**config.mk**
```make
export PLATFORM = sky130hd
export DESIGN_NAME = decade_divider
export DESIGN_NICKNAME = d
export VERILOG_FILES = /design/src/rtl/decdiv_pkg.sv /design/src/rtl/decdiv_digit.sv /design/src/rtl/decdiv_carry.sv /design/src/rtl/decade_divider.sv
export SDC_FILE = /design/constraint.sdc
export NUM_CORES = 1
export LEC_CHECK = 0
export BUFFER_PORTS_ARGS = -buffer_cell sky130_fd_sc_hd__buf_4
export CELL_PAD_IN_SITES_DETAIL_PLACEMENT = 1
export CELL_PAD_IN_SITES_GLOBAL_PLACEMENT = 1
export CORE_UTILIZATION = 37
export CTS_CLUSTER_SIZE = 28
export DETAILED_ROUTE_END_ITERATION = 12
export GPL_TIMING_DRIVEN = 1
export PLACE_DENSITY_LB_ADDON = 0.3
export REMOVE_ABC_BUFFERS = 1
export SLEW_MARGIN = 20
export SYNTH_ARGS = -nofsm -noshare
export SYNTH_HDL_FRONTEND = slang
export SYNTH_SLANG_ARGS = --single-unit
```
**constraint.sdc**
```tcl
create_clock -name clk -period 1.99 [get_ports clk]
set_input_delay 0.199 -clock clk [delete_from_list [all_inputs] [get_ports clk]]
set_output_delay 0.199 -clock clk [all_outputs]
set_load 0.03 [all_outputs]
```
**src/rtl/decdiv_pkg.sv**
```systemverilog
package decdiv_pkg;

   // Structure of the enable network that feeds the stages.
   typedef enum logic {
      CARRY_CHAIN    = 1'b0,   // each stage enable built from the one below
      CARRY_PARALLEL = 1'b1    // each stage enable is one wide AND
   } carry_style_e;

   function automatic int digit_width(input int radix);
      return (radix < 2) ? 1 : $clog2(radix);
   endfunction

endpackage

```
**src/rtl/decdiv_digit.sv**
```systemverilog
module decdiv_digit #(
   parameter int RADIX = 10,
   parameter int W     = 4
) (
   input  logic         clk,
   input  logic         rst,
   input  logic         step,
   output logic [W-1:0] value,
   output logic         term
);

   localparam logic [W-1:0] LAST = W'(RADIX - 1);

   if (RADIX < 2) begin : g_bad_radix
      $error("decdiv_digit: RADIX must be at least 2");
   end
   if ((1 << W) < RADIX) begin : g_bad_width
      $error("decdiv_digit: W too narrow for RADIX");
   end

   always_ff @(posedge clk) begin
      if (rst) begin
         value <= '0;
      end else if (step) begin
         if (value == LAST) value <= '0;
         else               value <= value + 1'b1;
      end
   end

   assign term = (value == LAST);

   AST_DIGIT_RANGE: assert property (@(posedge clk) disable iff (rst)
      value <= LAST);
   AST_DIGIT_WRAP: assert property (@(posedge clk) disable iff (rst)
      (step && value == LAST) |=> (value == '0));
   AST_DIGIT_INC: assert property (@(posedge clk) disable iff (rst)
      (step && value != LAST) |=> (value == W'($past(value) + 1'b1)));
   AST_DIGIT_HOLD: assert property (@(posedge clk) disable iff (rst)
      !step |=> $stable(value));

endmodule

```
**src/rtl/decdiv_carry.sv**
```systemverilog
module decdiv_carry
   import decdiv_pkg::*;
#(
   parameter int           STAGES = 3,
   parameter carry_style_e STYLE  = CARRY_PARALLEL
) (
   input  logic              clk,
   input  logic              rst,
   input  logic              en,
   input  logic [STAGES-1:0] tc,
   output logic [STAGES-1:0] step,
   output logic [STAGES-1:0] tick
);

   if (STAGES < 1) begin : g_bad_stages
      $error("decdiv_carry: STAGES must be at least 1");
   end

   if (STYLE == CARRY_CHAIN) begin : g_chain
      assign step[0] = en;
      for (genvar n = 1; n < STAGES; n++) begin : g_link
         assign step[n] = step[n-1] & tc[n-1];
      end
   end else begin : g_parallel
      for (genvar n = 0; n < STAGES; n++) begin : g_and
         localparam logic [STAGES-1:0] LOWER = STAGES'((64'd1 << n) - 64'd1);
         assign step[n] = en & (&(tc | ~LOWER));
      end
   end

   assign tick = step & tc;

   AST_IDLE_NO_STEP: assert property (@(posedge clk) disable iff (rst)
      !en |-> (step == '0 && tick == '0));

   for (genvar n = 0; n < STAGES; n++) begin : g_chk
      AST_TICK_SINGLE: assert property (@(posedge clk) disable iff (rst)
         (tick[n] && en) |=> !tick[n]);
      if (n > 0) begin : g_nest
         AST_TICK_NESTED: assert property (@(posedge clk) disable iff (rst)
            tick[n] |-> tick[n-1]);
      end
   end

endmodule

```
**src/rtl/decade_divider.sv**
```systemverilog
module decade_divider
   import decdiv_pkg::*;
#(
   parameter int           STAGES      = 3,
   parameter int           RADIX       = 10,
   parameter carry_style_e CARRY_STYLE = CARRY_PARALLEL,
   localparam int          DIGIT_W     = digit_width(RADIX)
) (
   input  logic                      clk,
   input  logic                      rst,
   input  logic                      en,
   output logic [STAGES*DIGIT_W-1:0] digit,
   output logic [STAGES-1:0]         tick
);

   logic [STAGES-1:0] tc;
   logic [STAGES-1:0] step;

   decdiv_carry #(
      .STAGES (STAGES),
      .STYLE  (CARRY_STYLE)
   ) u_carry (
      .clk  (clk),
      .rst  (rst),
      .en   (en),
      .tc   (tc),
      .step (step),
      .tick (tick)
   );

   for (genvar n = 0; n < STAGES; n++) begin : g_stage
      decdiv_digit #(
         .RADIX (RADIX),
         .W     (DIGIT_W)
      ) u_digit (
         .clk   (clk),
         .rst   (rst),
         .step  (step[n]),
         .value (digit[n*DIGIT_W +: DIGIT_W]),
         .term  (tc[n])
      );
   end

   AST_FULL_WRAP: assert property (@(posedge clk) disable iff (rst)
      tick[STAGES-1] |=> (digit == '0));
   AST_ZERO_QUIET: assert property (@(posedge clk) disable iff (rst)
      (digit == '0) |-> (tick == '0));

endmodule

```
==> impl_metrics.json <==
{
  "hold_violations": 0,
  "startpoint_type": "flop",
  "ys_async_sr_fraction": 0,
  "overflow": 0,
  "dp_hpwl_um": 1180,
  "max_slew_margin": 0.716,
  "powerDensity_nw_per_um2": 567,
  "drv_slew": 0,
  "synth_warnings": 0,
  "maxCapViolCount": 0,
  "status": "complete, no violations",
  "rrSetupSlack_ns": 0.40,
  "synth_edf_count": 0,
  "ys_top_cells_by_count": "12 x dfxtp_1, 7 x nor2b_1, 5 x a21oi_1, 5 x o21ai_0",
  "internal-power_w": 0.000370,
  "grt_max_degree": 16,
  "cts_tree": "built",
  "synth_cells": 76,
  "io_buffers": 17,
  "synth_flop_cell": "dfxtp_1",
  "drc": 0,
  "syn_area_um2": 687,
  "comb_power_share": 0.075,
  "antenna_found_initial": 0,
  "post-route-period-util": 0.943,
  "utilization": 0.496,
  "grt.total_usage": 0.181,
  "p_leak_nw": 0.367,
  "synth_top_area_share": 0.350,
  "numCtsBuffers": 3,
  "clockBufferDepth": 2,
  "cts-root-buf": "clkbuf_4",
  "largest_reg_flops": 12,
  "worstPathRequired_ns": 1.79,
  "initial_utilization": 0.398,
  "power.total_w": 0.000486,
  "die_width_um": 45.1,
  "avgRoutedWirePerCell_um": 13.6,
  "cp_max_fo": 6,
  "cp.arrival_ns": 1.68,
  "fin_area_um2": 857,
  "fin_crit_ns": 1.88,
  "fin_worst_skew_ns": 0.00300,
  "yosys-top-cells-area": "dfxtp_1 35%, nor2b_1 6.4%, and4b_1 4.4%",
  "num_rows": 15,
  "yosysMostFrequentCell": "dfxtp_1",
  "seqPwrFrac": 0.520,
  "htreeDepth": 1,
  "hp-class": "input port to flop",
  "grt_pass1_wl_um": 2480,
  "dieArea_um2": 2030,
  "ir_worst_vdd_mv": 0.476,
  "postCtsHoldBufs": 0,
  "vias": 645,
  "placed_area_um2": 816,
  "layout-drive-gt1-share": 0.301,
  "crit_type": "flop to output pin",
  "tns_ns": 0,
  "synth_cell_types": 34,
  "clk_latency_ns": 0.28,
  "clkTransAtPathRegs_ns": 0.08,
  "wirelength_um": 1600,
  "antenna_left": 0,
  "holdWs_ns": 0.198,
  "die_h_um": 45.1,
  "synth.largest_area_cell": "dfxtp_1",
  "vias_per_cell": 5.47,
  "critPathCaptureType": "output pin",
  "first_pass_iters": 3,
  "swShare": 0.239,
  "setup_viol_count_final": 0,
  "antennaDiodeCount": 0,
  "p_switching_w": 0.000116,
  "ys_ff_latch": 12,
  "cts_sinks": 12,
  "nets": 97,
  "fmax_ghz": 0.533,
  "drt_iter0_markers": 6,
  "pwr-share-clk": 0.406,
  "place_congestion": 0.743,
  "top_register": "g_stage.u_digit.value",
  "grt_pass1_vias": 561,
  "core_area_um2": 1730,
  "largestRegisters": "g_stage.u_digit.value (12)",
  "seq_area_frac_synth": 0.350,
  "tightest_slew_ns": 0.426,
  "syn_to_final_growth_pct": 24.8,
  "ioPinCount": 18,
  "syn_area_per_cell_um2": 9.04
}
==> cell families after synthesis <==
logic type	after synthesis	share of synthesized area
buffers and inverters	6	0.0546
XOR/XNOR	2	0.0255
AND/OR/NAND/NOR	37	0.377
AO/OA/AOI/OAI	16	0.146
flip-flops	12	0.350
multiplexers	3	0.0474
==> cell type report <==
class                           count  area (um2)
Sequential cell                    12         240
Inverter                            2        7.51
Clock buffer                        4        36.3
Tap cell                           25        31.3
Multi-Input combinational cell     58         414
Timing Repair Buffer               17         128
Fill cell                         222         870
==> layer usage <==
metal  part of all wire  routed length (um)  GRT usage
met1               0.46                 743      0.198
met5                  0                   0          0
met4              0.030                  48      0.145
met2               0.47                 745      0.293
met3              0.040                  64     0.0480
==> final timing paths <==
check | start | endpoint | cells past startpoint
worst max-delay path | g_stage[1].u_digit.value[3] | tick[2] | 4
worst min-delay path | rst | g_stage[0].u_digit.value[1] | 2
worst max register to register | g_stage[1].u_digit.value[3] | g_stage[2].u_digit.value[2] | 3
worst min register to register | g_stage[0].u_digit.value[3] | g_stage[0].u_digit.value[3] | 2
==> repair_timing <==
| action | 4_1_cts | 5_1_grt |
|---|---|---|
| setup endpoints to repair | 0 | 1 |
| setup buffers | 0 | 0 |
| resized for setup | 0 | 1 |
==> through the flow <==
| stage | instances | setup WS [ns] |
|---|---|---|
| 2_1_floorplan | 72 | -0.444 |
| 3_3_place_gp | 114 | 0.382 |
| 3_5_place_dp | 114 | 0.333 |
| 4_1_cts | 118 | 0.0149 |
| 5_1_grt | 118 | -0.0101 |
| 6_report | 118 | 0.114 |
==> layout by cell type, fill, tap and decap left out, types with 2 or more instances in the layout <==
master / count
a21oi_1: 5
nand2_1: 4
or4_1: 2
nor3_1: 2
nor2b_1: 7
inv_1: 2
clkbuf_4: 3
dfxtp_1: 12
nor2_1: 4
o31ai_1: 2
o21ai_0: 5
or3_1: 2
buf_4: 17
nand3_1: 2
and4b_1: 3
mux2_2: 2
==> worst max-delay path: stages, from the launching register on <==
cell,delay [ns]
dfxtp_1,0.42
or3b_4,0.44
nor3_2,0.17
and4b_1,0.22
buf_4,0.16
==> power by group through the flow <==
stage | Sequential [W] | Combinational, W | Clock, W
final | 0.000253 | 0.0000363 | 0.000197
after floorplan | 0.000265 | 0.0000120 | 0
after global placement | 0.000259 | 0.0000363 | 0
after CTS | 0.000253 | 0.0000369 | 0.000208
after detailed placement | 0.000259 | 0.0000367 | 0
after global routing | 0.000254 | 0.0000395 | 0.000217
Power figures use the tool's default switching activity.
